[src/rtl/talarm_pkg.sv]
package talarm_pkg;

  localparam int TEMP_W     = 16;
  localparam int LIMIT_W    = 8;
  localparam int FRAC_W     = 4;
  localparam int RES_W      = 2;
  localparam logic [TEMP_W-1:0] RESET_TEMP = 16'h0550;

  typedef enum logic [RES_W-1:0] {
    RES_9B  = 2'b00,
    RES_10B = 2'b01,
    RES_11B = 2'b10,
    RES_12B = 2'b11
  } res_e;

  typedef struct packed {
    logic capture;
    res_e resQ;
  } ctrl_s;

endpackage

[src/rtl/talarm_ctrl.sv]
module talarm_ctrl
  import talarm_pkg::*;
#(
  parameter int BASE_CYCLES = 1000
) (
  input  logic             clk,
  input  logic             rstN,
  input  logic             startConv,
  input  logic [RES_W-1:0] resCode,
  output logic             busy,
  output ctrl_s            ctrl
);

  localparam int MAX_CYCLES = BASE_CYCLES << 3;
  localparam int CNT_W      = $clog2(MAX_CYCLES + 1);

  logic [CNT_W-1:0] cnt;
  logic             busyQ;
  res_e             resQ;
  logic             accept;
  logic             lastCycle;
  logic [CNT_W-1:0] loadVal;

  assign accept    = startConv && !busyQ;
  assign lastCycle = busyQ && (cnt == '0);
  assign loadVal   = (CNT_W'(BASE_CYCLES) << resCode) - CNT_W'(1);

  always_ff @(posedge clk or negedge rstN) begin
    if (!rstN) begin
      busyQ <= 1'b0;
      cnt   <= '0;
      resQ  <= RES_12B;
    end else if (accept) begin
      busyQ <= 1'b1;
      cnt   <= loadVal;
      resQ  <= res_e'(resCode);
    end else if (lastCycle) begin
      busyQ <= 1'b0;
    end else if (busyQ) begin
      cnt <= cnt - CNT_W'(1);
    end
  end

  assign busy         = busyQ;
  assign ctrl.capture = lastCycle;
  assign ctrl.resQ    = resQ;

endmodule

[src/rtl/talarm_datapath.sv]
module talarm_datapath
  import talarm_pkg::*;
(
  input  logic               clk,
  input  logic               rstN,
  input  ctrl_s              ctrl,
  input  logic [TEMP_W-1:0]  rawTemp,
  input  logic [LIMIT_W-1:0] hiLimit,
  input  logic [LIMIT_W-1:0] loLimit,
  output logic [TEMP_W-1:0]  tempWord,
  output logic               alarmFlag,
  output logic               convDone
);

  localparam int OPT_BITS = FRAC_W - 1;

  logic [TEMP_W-1:0]         keepMask;
  logic [TEMP_W-1:0]         maskedTemp;
  logic signed [LIMIT_W-1:0] degField;
  logic                      alarmNext;

  assign keepMask[TEMP_W-1:OPT_BITS] = '1;
  for (genvar i = 0; i < OPT_BITS; i++) begin : g_mask
    assign keepMask[i] = (32'(ctrl.resQ) >= (OPT_BITS - i));
  end

  assign maskedTemp = rawTemp & keepMask;
  assign degField   = maskedTemp[FRAC_W+LIMIT_W-1:FRAC_W];
  assign alarmNext  = (degField <= $signed(loLimit)) || (degField >= $signed(hiLimit));

  always_ff @(posedge clk or negedge rstN) begin
    if (!rstN) begin
      tempWord  <= RESET_TEMP;
      alarmFlag <= 1'b0;
      convDone  <= 1'b0;
    end else begin
      convDone <= ctrl.capture;
      if (ctrl.capture) begin
        tempWord  <= maskedTemp;
        alarmFlag <= alarmNext;
      end
    end
  end

endmodule

[src/rtl/temp_alarm_top.sv]
module temp_alarm_top
  import talarm_pkg::*;
#(
  parameter int BASE_CYCLES = 1000
) (
  input  logic               clk,
  input  logic               rstN,
  input  logic               startConv,
  input  logic [RES_W-1:0]   resCode,
  input  logic [TEMP_W-1:0]  rawTemp,
  input  logic [LIMIT_W-1:0] hiLimit,
  input  logic [LIMIT_W-1:0] loLimit,
  output logic               busy,
  output logic               convDone,
  output logic [TEMP_W-1:0]  tempWord,
  output logic               alarmFlag
);

  ctrl_s ctrl;

  talarm_ctrl #(.BASE_CYCLES(BASE_CYCLES)) u_ctrl (
    .clk       (clk),
    .rstN      (rstN),
    .startConv (startConv),
    .resCode   (resCode),
    .busy      (busy),
    .ctrl      (ctrl)
  );

  talarm_datapath u_dp (
    .clk       (clk),
    .rstN      (rstN),
    .ctrl      (ctrl),
    .rawTemp   (rawTemp),
    .hiLimit   (hiLimit),
    .loLimit   (loLimit),
    .tempWord  (tempWord),
    .alarmFlag (alarmFlag),
    .convDone  (convDone)
  );

endmodule

[config.mk]
export PLATFORM = sky130hd
export DESIGN_NAME = temp_alarm_top
export DESIGN_NICKNAME = d
export VERILOG_FILES = /design/src/rtl/talarm_pkg.sv /design/src/rtl/talarm_ctrl.sv /design/src/rtl/talarm_datapath.sv /design/src/rtl/temp_alarm_top.sv
export SDC_FILE = /design/constraint.sdc
export NUM_CORES = 1
export LEC_CHECK = 0
export BUFFER_PORTS_ARGS = -buffer_cell sky130_fd_sc_hd__buf_4
export CAP_MARGIN = 20
export CORE_AREA = 2 2 76 78
export CTS_CLUSTER_SIZE = 24
export DETAILED_ROUTE_END_ITERATION = 8
export DIE_AREA = 0 0 78 80
export PLACE_DENSITY_LB_ADDON = 0.1
export SETUP_SLACK_MARGIN = 0.2
export SKIP_LAST_GASP = 1
export SYNTH_ARGS = -nofsm -noshare
export SYNTH_HDL_FRONTEND = slang
export SYNTH_HIERARCHICAL = 1
export SYNTH_SLANG_ARGS = --single-unit
[constraint.sdc]
create_clock -name clk -period 5.43 [get_ports clk]
set_clock_uncertainty 0.15 [all_clocks]
set_input_delay 0.543 -clock clk [delete_from_list [all_inputs] [get_ports clk]]
set_output_delay 0.543 -clock clk [all_outputs]
set_load 0.01 [all_outputs]
Yosys cells after proc, flatten, opt, wreduce, memory -nomap -nowiden --
Index checks and enable logic that the tools add are counted.
Storage, ports and cells: input port bits 37, word-level logic and storage cells 29, output and inout bits 19, flip-flop bits (word level) 34
Cells by class: equal/unequal tests 1, order comparisons 5, reduce and logical (&&, ||, !) cells 8, bitwise operators 1, shift-type cells 1, mux-type cells 5, add/sub/neg operators 2
Operator list (number):
- two-way mux 13 bit | 3
- AND 16 bit | 1
- logical NOT 13 bit | 1
- left shift 10 x 2 -> 13 bit (first input constant) | 1
- subtractor 13 x 1 -> 13 bit (second input constant) | 1
- subtractor 13 x 2 -> 13 bit (second input constant) | 1
- >= comparator 8 bit | 1
- <= comparator 8 bit | 1
- >= comparator 2 bit (second input constant) | 2
- nonzero test 2 bit | 2
- >= comparator 2 x 1 -> 1 bit (second input constant) | 1
- logical AND 1 bit | 2
- two-way mux 1 bit | 2
- != test 2 x 1 -> 1 bit (second input constant) | 1
- AND reduction 2 bit | 1
- logical NOT 1 bit | 1
- logical OR 1 bit | 1

Longest topological paths before layout --
Gate-level depths: netlist of the first run.
depth in word-level cells 4, depth in mapped cells 10, depth with buffers taken out 9

By module --
Netlist of the first run, hierarchy kept.
By module, submodules not included:
- talarm_datapath | times used 1, area an instance 1071.0 sq um, seq. area each 455.4 sq um, cells an instance 100
- talarm_ctrl | times used 1, area an instance 1057.3 sq um, seq. area each 402.9 sq um, cells an instance 105

Least setup slack after synthesis of the first run --
Ideal clock, no wire load.
path type register to register, start point register u_ctrl.cnt[3], end point register u_dp.tempWord[13], library setup time 0.125 ns, slack 2.933 ns, stages on the path, launching flop included 8, arrival 2.222 ns, clock period less this slack 2.497 ns, buffers on the path 3, required time 5.155 ns, cells stage by stage dfrtp_1 or4_4 buf_6 nor4_4 and2_1 buf_4 buf_2 mux2_2
Between the ends: cells in the longest elaborated chain, start to end 2
Ends and longest elaborated chain:
- start, declared | line talarm_ctrl.sv:17 | logic [CNT_W-1:0] cnt;
- start signal, assigned | line talarm_ctrl.sv:35 | cnt <= loadVal;
- start signal, assigned | line talarm_ctrl.sv:40 | cnt <= cnt - CNT_W'(1);
- logical NOT 13 bit | line talarm_ctrl.sv:25 | assign lastCycle = busyQ && (cnt == '0);
- logical AND 1 bit | line talarm_ctrl.sv:25
- named net u_ctrl.lastCycle | line talarm_ctrl.sv:21 | logic lastCycle;
- end signal, assigned | line talarm_datapath.sv:39 | tempWord <= maskedTemp;
- end, declared | line talarm_datapath.sv:10 | output logic [TEMP_W-1:0] tempWord,
The timed path passes the listed nets, and every way through them passes these cells. A chain may end at the register's enable or synchronous reset.

==> impl_results.md, run 1 <==
* Netlist Area Pre-Place at about 0.0021 mm^2
* Initial antenna violation count at 0
* Register area share after synthesis at 40.33%
* Global-route wire length before repair at 7527 um
* Placed instance count at 325
* Max_cap viols at 0
* CTS tree: yes
* Min-Delay Path Class: input pin to asynchronous set/reset pin
* DRT Pass-1 Iters at 4
* R2R setup slack at between 2 and 2.5 ns
* Clock Pin Slew Worst Setup and Hold Paths at 0.07 ns
* Critical path type: flop to flop
* Area growth from synthesis to layout at 26.93%
* Synth unique cells at 47
* Row cnt at 27
* Warnings, synthesis at 6
* Post-route clock period utilization at approximately three fifths
* Nets at 321
* GRT Total Usage at 15.09%
* Skew-Pair Late Insertion Delay at about 0.28 ns
* Routed WL at approximately 4600 um
* Non-filler cells, final at approximately 330
* CTS Buf Count at 5
* Die X at a little under 80 um
* Pwr/cell area at about 270 mW/mm^2
* Via count at 1,715
* Fmax at just over 0.3 GHz
* Leakage at 1.294 nW
* Root buffer cell: clkbuf_8
* Synth Area per Inst at 10.38 um^2
* Wire per inst at 13.75 um
* Maximum root-to-sink buffer count at 2
* Unrepaired setup endpoints after global routing: false
* Grt total ovfl at 0
* Post-CTS Setup Inserts at 0
* # DRC at 0
* Die area at 0.006240 mm^2
* Sum Neg Setup Slack at 0 ns
* Startpoint types: flop
* Final Wtd Congestion at 0.8659
* IO Port Bufs at 55
* Vias in the first global route at 1,667
* Routed Antenna Nets at 0
* H-tree depth at 2
* Setup violations, final at 0
* Area of the core at about 0.0054 mm^2
* Maximum VDD drop at 0.2206 mV
* Final slew viol count at 0
* Critical path endpoint category: flop
* CTS Sinks at 34
* Largest net degree at the start of global routing at 35
* Post-synthesis async set-or-reset flop share at 100.0%
* Initial Util at 39.37%
* Syn_nets at 266
* CP arrival at 3.25 ns
* Die Ht at 80 um
* Gate Count Post-Synth at 205
* Critical path required time at 5.44 ns
* CTS hold repair buffers at 0
* Diode count at 0
* Synth Flop Type: dfrtp_1
* Minimum clock period at 3.236 ns
* Critical path peak fanout at 22
* Final Cell Area at 0.002701 mm^2
* Detail Placement HPWL at 3529 um
* Final hold violation count at 0
* Pre-CTS WS at 2.198 ns
* Post-cts sizing count at 0
* Starting DRT DRC Count at between 50 and 60
* Post-synth EDFFs at 0
* Vias per inst at 5.150
* FF+latch count, synth at 34
* Status: finished clean
* Worst Slack Setup Final at 2.194 ns
* # IOs at 56
* Slew at the pin closest to its max-slew limit at 0.8417 ns
* Share of cells above drive strength 1 at 35.25%
* Normalized max-slew margin at between 40% and 50%
* Placed inst area at about 0.0026 mm^2
## layout by cell type (no fill, tap or decap), types with 6 or more instances in the layout
cell,count
dfstp_2,6
inv_1,24
ha_1,24
clkbuf_8,8
mux2_2,13
nand2_1,11
buf_4,55
dfrtp_1,28
nor2_1,10
## metal layers
layer	GRT usage (%)	routed length, um	up-vias
li1	-	-	840
met1	18.86	2128	814
met2	25.60	2118	53
met3	3.281	250	8
met4	5.614	81	0
met5	0	0	-
## state kept, by name, indices dropped and copies added, names as in the netlist
signal / cells
u_dp/alarmFlag: 1
u_dp/convDone: 1
u_ctrl/resQ: 2
u_ctrl/busy: 1
u_ctrl/cnt: 13
u_dp/tempWord: 16
## critical path, stage by stage (launching register included)
cell	delay, ns
dfrtp_1	0.40
or4_4	0.62
nor4_4	0.48
and2_1	0.76
o221ai_1	0.27
a31oi_1	0.19
o21ai_1	0.09
o22a_1	0.16
## path summary, 6_finish.rpt
path                                             from                            to  cells past startpoint
min in group clk           u_ctrl/resQ[0]$_DFFE_PN1P_    u_ctrl/resQ[0]$_DFFE_PN1P_                      2
max reg2reg                 u_ctrl/cnt[3]$_DFFE_PN0P_    u_dp/alarmFlag$_DFFE_PN0P_                      7
max in group asynchronous                        rstN  u_dp/tempWord[4]$_DFFE_PN1P_                      1
max                         u_ctrl/cnt[3]$_DFFE_PN0P_    u_dp/alarmFlag$_DFFE_PN0P_                      7
min reg2reg                u_ctrl/resQ[0]$_DFFE_PN1P_    u_ctrl/resQ[0]$_DFFE_PN1P_                      2
min                                              rstN     u_ctrl/cnt[5]$_DFFE_PN0P_                      1
## where the power goes
part / total [W] / switching [W] / internal (W)
Sequential: 0.000338 / 0.0000433 / 0.000294
Combinational: 0.000176 / 0.0000907 / 0.0000851
Clock: 0.000215 / 0.0000872 / 0.000128
Total: 0.000729 / 0.000221 / 0.000508
## per-stage QoR
stage | utilization [%] | power (W) | hold slack (ns)
3_3_place_gp | 47.94 | 0.0005113 | 0.3190
2_1_floorplan | - | 0.0004584 | 0.09741
3_5_place_dp | 47.94 | 0.0005159 | 0.3252
6_report | 49.98 | 0.0007286 | 0.05118
4_1_cts | 49.98 | 0.0007357 | 0.06488
5_1_grt | 49.98 | 0.0007781 | 0.08382
## cell usage after synthesis, types with 2 or more instances
cell type | instances | area share, %
o211ai_1 | 5 | 1.8
clkbuf_1 | 3 | 0.53
or4_1 | 4 | 1.4
nand2_1 | 11 | 1.9
inv_1 | 24 | 4.2
buf_2 | 2 | 0.47
o21ai_0 | 5 | 1.2
nand3b_1 | 2 | 0.71
o22a_1 | 2 | 0.82
a21oi_1 | 5 | 1.2
nand4_1 | 4 | 1.2
nor2b_1 | 4 | 1.2
dfstp_2 | 6 | 7.4
mux2i_1 | 2 | 0.94
o311ai_1 | 2 | 0.82
ha_1 | 24 | 14
xnor2_1 | 3 | 1.2
a31oi_1 | 5 | 1.5
or4_4 | 2 | 1.1
or3_1 | 5 | 1.5
nor3_1 | 3 | 0.71
o31ai_1 | 3 | 1.1
mux2_2 | 13 | 6.9
nor2_1 | 10 | 1.8
dfrtp_1 | 28 | 33
nand3_1 | 2 | 0.47
o21ai_1 | 5 | 1.2
nand2b_1 | 2 | 0.59
## area by class of cell
| type | instances | area [um^2] |
|---|---|---|
| clock buffer | 8 | 110.1 |
| fill | 534 | 2704 |
| inverter | 24 | 90.09 |
| multi-input combinational | 140 | 1140 |
| sequential | 34 | 858.3 |
| tap | 72 | 90.09 |
| timing repair buffer | 55 | 412.9 |
## cells by family after synthesis
family / after synthesis / share of synthesized area, %
multiplexers: 15 / 7.819
flip-flops: 34 / 40.33
AND/OR/NAND/NOR: 57 / 15.87
XOR/XNOR: 3 / 1.235
AO/OA/AOI/OAI: 41 / 14.52
buffers and inverters: 31 / 6.114
adder cells (fa/ha/maj): 24 / 14.11
Power figures use the tool's default switching activity.
==> inputs of run 2 (changes only) <==
--- a/config.mk
+++ b/config.mk
@@ -5,12 +5,13 @@
 export SDC_FILE = /design/constraint.sdc
 export NUM_CORES = 1
 export LEC_CHECK = 0
+export ABC_AREA = 1
 export BUFFER_PORTS_ARGS = -buffer_cell sky130_fd_sc_hd__buf_4
 export CAP_MARGIN = 20
-export CORE_AREA = 2 2 76 78
+export CORE_AREA = 2 2 80 82
 export CTS_CLUSTER_SIZE = 24
 export DETAILED_ROUTE_END_ITERATION = 8
-export DIE_AREA = 0 0 78 80
+export DIE_AREA = 0 0 82 84
 export PLACE_DENSITY_LB_ADDON = 0.1
 export SETUP_SLACK_MARGIN = 0.2
 export SKIP_LAST_GASP = 1
==> constraint.sdc (replaced) <==
create_clock -name clk -period 3.1 [get_ports clk]
set_clock_uncertainty 0.15 [all_clocks]
set_input_delay 0.31 -clock clk [delete_from_list [all_inputs] [get_ports clk]]
set_output_delay 0.31 -clock clk [all_outputs]
set_load 0.01 [all_outputs]
==> impl_results.md, run 2 <==
* Critical path peak fanout at 23 (+4.5%)
* Number of flip-flops in the largest register at 16 (unchanged)
* Setup violations, final at 0 (unchanged)
* Fmax at 0.4835 GHz (+56%)
* DRT Pass-1 Iters at 4 (unchanged)
* Syn_nets at 365 (+37%)
* Slew at the pin closest to its max-slew limit at 0.7506 ns (-0.09118 ns)
* Reg-to-reg endpoint: u_dp/alarmFlag$_DFFE_PN0P_
* Netlist Area Pre-Place at 0.002331 mm^2 (+9.5%)
* Post-route clock period utilization at 66.72% (+7.1 points)
* Min-Delay Path Class: input pin to flop
* Startpoint types: flop
* Pwr/cell area at 300.4 mW/mm^2 (+11%)
* Synth Area per Inst at 7.668 um^2 (-26%)
* Crit-path slowest cell: dfrtp_1
* Met3 global-route usage at 3.355% (+0.074 points)
* CTS Buf Count at 5 (unchanged)
* Initial Util at 38.24% (-1.1 points)
* Placed inst area at 0.002813 mm^2 (+8.5%)
* Area growth from synthesis to layout at 24.64%
* Reg-to-reg startpoint: u_ctrl/cnt[0]$_DFFE_PN0P_
* Hold path endpoint: u_dp/tempWord[14]$_DFFE_PN0P_
* Root buffer cell: clkbuf_8
* Maximum root-to-sink buffer count at 2 (unchanged)
* Share of cells above drive strength 1 at 23.69% (-12 points)
* Critical path endpoint category: flop
* Unrepaired setup endpoints after global routing: false
* H-tree depth at 2 (unchanged)
* CP arrival at 2.09 ns (-1.16 ns)
* Starting DRT DRC Count at 64 (+16%)
* Critical Path, Cell by Cell: inv_1 > ha_1 > nand2_1 > nor2_1 > nand3_2 > nor2_2 > buf_4 > nand2_1 > nor2_1 > nand2_2 > nor2_1 > nor2_1
* CTS hold repair buffers at 1 (+1)
* Wire per inst at 11.24 um (-18%)
* Max_cap viols at 0 (unchanged)
* CP max stage delay at 0.38 ns (-0.38 ns)
* Die Ht at 84 um (+5.0%)
* Gate Count Post-Synth at 304 (+48%)
* R2R setup slack at 1.03 ns (-1.16 ns)
* Hold_ws at 0.08927 ns (+0.03809 ns)
* Maximum VDD drop at 0.1902 mV (-14%)
* Routed WL at 4944 um (+8.0%)
* Top cells by count, synth: 79 x nand2_1, 47 x inv_1, 29 x nand3_1, 29 x nor2_1, 28 x dfrtp_1
* Most used cell, CP: nor2_1
* Final hold violation count at 0 (unchanged)
* Sum Neg Setup Slack at 0 ns (unchanged)
* Minimum clock period at 2.068 ns (-1.167 ns)
* Post-synth EDFFs at 0 (unchanged)
* CTS Sinks at 34 (unchanged)
* Met2 Use GR at 26.68% (+1.1 points)
* Initial antenna violation count at 0 (unchanged)
* Gr busiest metal: met2
* Largest net degree at the start of global routing at 35 (unchanged)
* Post-synth top area cell: dfrtp_1
* Post-synthesis async set-or-reset flop share at 100.0% (unchanged)
* Vias per inst at 4.643 (-9.8%)
* Via count at 2,043 (+19%)
* Hold Path Stages at 2
* # IOs at 56 (unchanged)
* Final slew viol count at 0 (unchanged)
* Die area at 0.006888 mm^2 (+10%)
* Leakage at 1.627 nW (+26%)
* Post-CTS Setup Inserts at 0 (unchanged)
* M1 GR Usage at 19.22% (+0.36 points)
* Status: finished clean
* Row cnt at 29 (+7.4%)
* Buffers and inverters on the worst path at 2 (+2)
* Warnings, synthesis at 6 (unchanged)
* Final Cell Area at 0.002905 mm^2 (+7.5%)
* Most flops, register: u_dp/tempWord
* Register area share after synthesis at 36.82% (-3.5 points)
* Normalized max-slew margin at 49.84% (+6.0 points)
* Critical path type: flop to flop
* Placed instance count at 431 (+33%)
* Global-route wire length before repair at 8411 um (+12%)
* Nets at 423 (+32%)
* Synth unique cells at 30 (-36%)
* Commonest non-fill, non-tap cells in the layout: 79 x nand2_1, 56 x buf_4, 47 x inv_1
* Critical path's top delay family: simple AND/OR/NAND/NOR gates
* Hold path startpoint: rawTemp[14]
* Area of the core at 0.006096 mm^2 (+13%)
* Skew-Pair Late Insertion Delay at 0.28 ns (about the same)
* Die X at 82 um (+5.1%)
* FF+latch count, synth at 34 (unchanged)
* Grt total ovfl at 0 (unchanged)
* Non-filler cells, final at 440 (+32%)
* Regs by FF count: u_dp/tempWord (16), u_ctrl/cnt (13), u_ctrl/resQ (2)
* IO Port Bufs at 55 (unchanged)
* Area share of the largest cell type after synthesis at 30.06% (-2.9 points)
* GRT Total Usage at 15.64% (+0.55 points)
* R2R depth at 12 (+5)
* Critical path required time at 3.13 ns (-2.31 ns)
* Post-cts sizing count at 0 (unchanged)
* Synth Flop Type: dfrtp_1
* Synth area leaders: dfrtp_1 30%, ha_1 13%, nand2_1 13%
* Clock Pin Slew Worst Setup and Hold Paths at 0.07 ns (about the same)
* # DRC at 0 (unchanged)
* Diode count at 0 (unchanged)
* Top-count cell post-synth: nand2_1
* Detail Placement HPWL at 3880 um (+10%)
* Commonest non-fill, non-tap cell in the layout: nand2_1
* CTS tree: yes
* Routed Antenna Nets at 0 (unchanged)
* Vias in the first global route at 1,988 (+19%)
* Final Wtd Congestion at 0.8391 (-3.1%)
[run 2: worst register-to-register path, stage by stage (launching register included)]
cell and delay [ns]:
dfrtp_1 0.38, inv_1 0.18, ha_1 0.21, nand2_1 0.06, nor2_1 0.13, nand3_2 0.11
nor2_2 0.08, buf_4 0.27, nand2_1 0.09, nor2_1 0.11, nand2_2 0.06, nor2_1 0.09
nor2_1 0.04
[run 2: final cells by class]
type / instances / area [um^2]
clock inverters: 2 / 10.01
inverters: 49 / 183.9
flip-flops and latches: 34 / 858.3
multi-input cells: 215 / 1254
repair buffers: 57 / 430.4
fillers: 615 / 3191
clock buffers: 6 / 72.57
well taps: 77 / 96.34
[run 2: layer usage]
layer  vias up  share of wire [%]  wire length (um)
li1       1074                  -                 -
met1       925                 47              2300
met2        38                 46              2298
met3         6                5.6               275
met4         0                1.4                70
met5         -                  0                 0
[run 2: where the power goes]
group	internal (W)	switching, W	total [W]
registers	0.000444	0	0.000444
logic	0.0000565	0.0000578	0.000114
clock network	0.000156	0.000159	0.000314
total	0.000656	0.000217	0.000873
[run 2: logic make-up after synthesis]
kind of cell               Yosys count  synth area share [%]
buffers and inverters               55                 9.501
DFF                                 34                 36.82
and+or+nand+nor                    154                 28.50
adders and majority gates           24                 12.88
xor gates and xnor gates             4                 1.503
muxes                               12                 5.797
AOI/OAI and AO/OA                   21                 4.992
[run 2: metrics by stage]
step / utilization (%) / setup slack (ns) / total power (W)
2_1_floorplan: - / 1.150 / 0.0005064
3_3_place_gp: 46.14 / 1.115 / 0.0005657
3_5_place_dp: 46.14 / 1.035 / 0.0005677
4_1_cts: 47.66 / 1.017 / 0.0008865
5_1_grt: 47.66 / 0.7646 / 0.0009201
6_report: 47.66 / 1.032 / 0.0008727
[run 2: worst max path at each step]
stage | from | endpoint | slack, ns | cells after the start
final | u_ctrl/cnt[0]$_DFFE_PN0P_ | u_dp/alarmFlag$_DFFE_PN0P_ | 1.03 | 12
after global routing | u_ctrl/cnt[0]$_DFFE_PN0P_ | u_dp/alarmFlag$_DFFE_PN0P_ | 0.76 | 12
after CTS | u_ctrl/cnt[0]$_DFFE_PN0P_ | u_dp/alarmFlag$_DFFE_PN0P_ | 1.02 | 12
after detailed placement | u_ctrl/cnt[0]$_DFFE_PN0P_ | u_dp/alarmFlag$_DFFE_PN0P_ | 1.03 | 12
after global placement | u_ctrl/cnt[0]$_DFFE_PN0P_ | u_dp/alarmFlag$_DFFE_PN0P_ | 1.11 | 12
after floorplan | u_ctrl/cnt[0]$_DFFE_PN0P_ | u_dp/tempWord[11]$_DFFE_PN0P_ | 1.15 | 9
==> inputs of run 3 (changes only) <==
==> constraint.sdc (replaced) <==
create_clock -name clk -period 1.73 [get_ports clk]
set_clock_uncertainty 0.15 [all_clocks]
set_input_delay 0.173 -clock clk [delete_from_list [all_inputs] [get_ports clk]]
set_output_delay 0.173 -clock clk [all_outputs]
set_load 0.01 [all_outputs]
==> impl_results.md, run 3 (synthesized netlist as in run 2, its figures left out) <==
* CTS Sinks at 34 (unchanged)
* DR WL met3 at 299 um (+8.7%)
* Commonest non-fill, non-tap cell in the layout: buf_4
* Normalized max-slew margin at 69.86% (+20 points)
* Switching power at 0.0004119 W (+90%)
* Final slew viol count at 0 (unchanged)
* Startpoint types: flop
* CTS tree: yes
* Starting DRT DRC Count at 56 (-13%)
* Critical Path End: u_dp/alarmFlag$_DFFE_PN0P_
* Diode count at 0 (unchanged)
* Minimum clock period at 1.734 ns (-0.3341 ns)
* CP max stage delay at 0.40 ns (+0.02 ns)
* Top routing layer used: met4
* Root buffer cell: clkbuf_8
* Skew-Pair Late Insertion Delay at 0.29 ns (about the same)
* # IOs at 56 (unchanged)
* Worst Slack Setup Final at -0.004226 ns (-1.036 ns)
* Placed instance count at 461 (+7.0%)
* Crit-path slowest cell: dfrtp_1
* Die Ht at 84 um (unchanged)
* Critical Path, Cell by Cell: inv_2 > ha_4 > nand2_2 > nor2_2 > nand3_2 > nor2_4 > buf_6 > nand2_2 > nor2_2 > nand2_2 > nor2_2 > nor2_1
* Clock Pin Slew Worst Setup and Hold Paths at 0.07 ns (about the same)
* Critical path endpoint category: flop
* Unrepaired setup endpoints after global routing: true
* Regs by FF count: u_dp/tempWord (16), u_ctrl/cnt (13), u_ctrl/resQ (2)
* Non-filler cells, final at 496 (+13%)
* IO Port Bufs at 55 (unchanged)
* Total Power at 0.001792 W (+110%)
* Met1 wire length at 2776 um (+21%)
* Detail Placement HPWL at 4265 um (+9.9%)
* Buffers and inverters on the worst path at 2 (unchanged)
* Setup violations, final at 1 (+1)
* Pwr/cell area at 485.3 mW/mm^2 (+62%)
* Global-route wire length before repair at 9880 um (+17%)
* Fmax at 0.5766 GHz (+19%)
* H-tree depth at 2 (unchanged)
* R2R setup slack at -0.004 ns (-1.04 ns)
* Min-Delay Path Class: input pin to flop
* Vias per inst at 4.669 (+0.56%)
* Final Util at 60.57% (+13 points)
* Max_cap viols at 0 (unchanged)
* Via count at 2,316 (+13%)
* Hold_ws at 0.02704 ns (-0.06222 ns)
* DRT Pass-1 Iters at 5 (+1)
* Critical path peak fanout at 5 (-78%)
* Clock group share of total power at 42.5% (+6.5 points)
* Reg power frac at 44.4% (-6.5 points)
* Switching share of power at 22.98% (-1.8 points)
* CP startpoint: u_ctrl/cnt[0]$_DFFE_PN0P_
* Initial antenna violation count at 0 (unchanged)
* Most flops, register: u_dp/tempWord
* Nets at 480 (+13%)
* R2R depth at 12 (unchanged)
* Initial Util at 38.24% (unchanged)
* Status: finished with violations
* Largest net degree at the start of global routing at 35 (unchanged)
* Critical path's top delay family: simple AND/OR/NAND/NOR gates
* Vias in the first global route at 2,191 (+10%)
* Share of cells above drive strength 1 at 40.81% (+17 points)
* Grt total ovfl at 0 (unchanged)
* Maximum VDD drop at 0.4140 mV (+120%)
* Critical path type: flop to flop
* Final hold violation count at 0 (unchanged)
* Crit path depth at 12 (unchanged)
* Post-route clock period utilization at 100.2% (+34 points)
* Slew at the pin closest to its max-slew limit at 0.4521 ns (-0.2985 ns)
* P_int at 0.001380 W (+110%)
* GRT Total Usage at 18.55% (+2.9 points)
* Met2 wire len at 3120 um (+36%)
* Area of the core at 0.006096 mm^2 (unchanged)
* Reg-to-reg startpoint: u_ctrl/cnt[0]$_DFFE_PN0P_
* Final Wtd Congestion at 0.8490 (+1.2%)
* Maximum root-to-sink buffer count at 2 (unchanged)
* Number of flip-flops in the largest register at 16 (unchanged)
* Row cnt at 29 (unchanged)
* CP arrival at 1.76 ns (-0.33 ns)
* CTS Buf Count at 5 (unchanged)
* Comb pwr share at 13.1% (about the same)
* Sum Neg Setup Slack at -0.004226 ns (-0.004226 ns)
* Die X at 82 um (unchanged)
* Fill cells at 570 (-7.3%)
* Reg-to-reg endpoint: u_dp/alarmFlag$_DFFE_PN0P_
* Area growth from synthesis to layout at 58.40%
* Leakage at 1.959 nW (+20%)
* Routed WL at 6257 um (+27%)
* Die area at 0.006888 mm^2 (unchanged)
* Commonest non-fill, non-tap cells in the layout: 85 x buf_4, 67 x nand2_1, 45 x inv_1
* Wire per inst at 12.61 um (+12%)
* Critical path required time at 1.76 ns (-1.37 ns)
* Failing checks: negative setup slack
* # DRC at 0 (unchanged)
* Routed Antenna Nets at 0 (unchanged)
-- run 3: cell types whose count changed in the layout (fill, tap and decap cells not counted), sizes merged --
cell and delta:
dlygate4sd3 +15, nand2 +1, bufinv +1, buf +41, clkinv -2
-- run 3: final cells by class --
type | instances | area [um^2] | share of cell area [%]
clock buffers | 6 | 82.58 | 2.237
repair buffers | 113 | 930.9 | 25.21
multi-input cells | 216 | 1510 | 40.90
well taps | 77 | 96.34 | 2.609
flip-flops and latches | 34 | 858.3 | 23.25
clock inverters | 1 | 30.03 | 0.8133
inverters | 49 | 183.9 | 4.981
-- run 3: worst min path at each step --
stage | cells past startpoint | start | end | slack (ns)
final | 3 | rawTemp[4] | u_dp/tempWord[4]$_DFFE_PN1P_ | 0.03
after detailed placement | 1 | rstN | u_ctrl/cnt[4]$_DFFE_PN0P_ | 0.01
after floorplan | 0 | rstN | u_ctrl/busy$_DFFE_PN0P_ | -0.27
after CTS | 3 | rawTemp[4] | u_dp/tempWord[4]$_DFFE_PN1P_ | 0.02
after global routing | 3 | rawTemp[4] | u_dp/tempWord[4]$_DFFE_PN1P_ | 0.04
after global placement | 1 | rstN | u_ctrl/cnt[3]$_DFFE_PN0P_ | 0.008
-- run 3: worst register-to-register path: cells and delay by family (launching register included) --
family,cells,cell delay (ns)
simple gates,9,0.70
flops,1,0.40
buf+inv,2,0.24
fa+ha+maj,1,0.14
-- run 3: metal layers --
metal	GRT usage [%]	vias to the layer above
met1	23.28	1073
met3	2.706	6
met5	0	-
met4	5.000	0
met2	32.52	46
li1	-	1191
-- run 3: power by group through the flow --
stage                     registers (W)  logic [W]  clock network [W]
after global routing           0.000795   0.000267           0.000812
after global placement         0.000810   0.000203                  0
after floorplan                0.000810  0.0000974                  0
final                          0.000795   0.000235           0.000762
after detailed placement       0.000810   0.000206                  0
after CTS                      0.000795   0.000237           0.000782
-- run 3: through the flow --
stage,instance area [um^2],worst slack (ns)
2_1_floorplan,2395,-0.04222
3_3_place_gp,3085,0.001510
3_5_place_dp,3085,-0.03672
4_1_cts,3527,-0.006439
5_1_grt,3692,-0.1373
6_report,3692,-0.004226
-- run 3: repair_timing --
action,4_1_cts,5_1_grt
hold buffers,16,0
resized for setup,31,30
endpoints found under the hold margin,43,0
endpoints found under the setup margin,29,32
buffers inserted,3,6
gates cloned,3,0
pin swaps,11,22
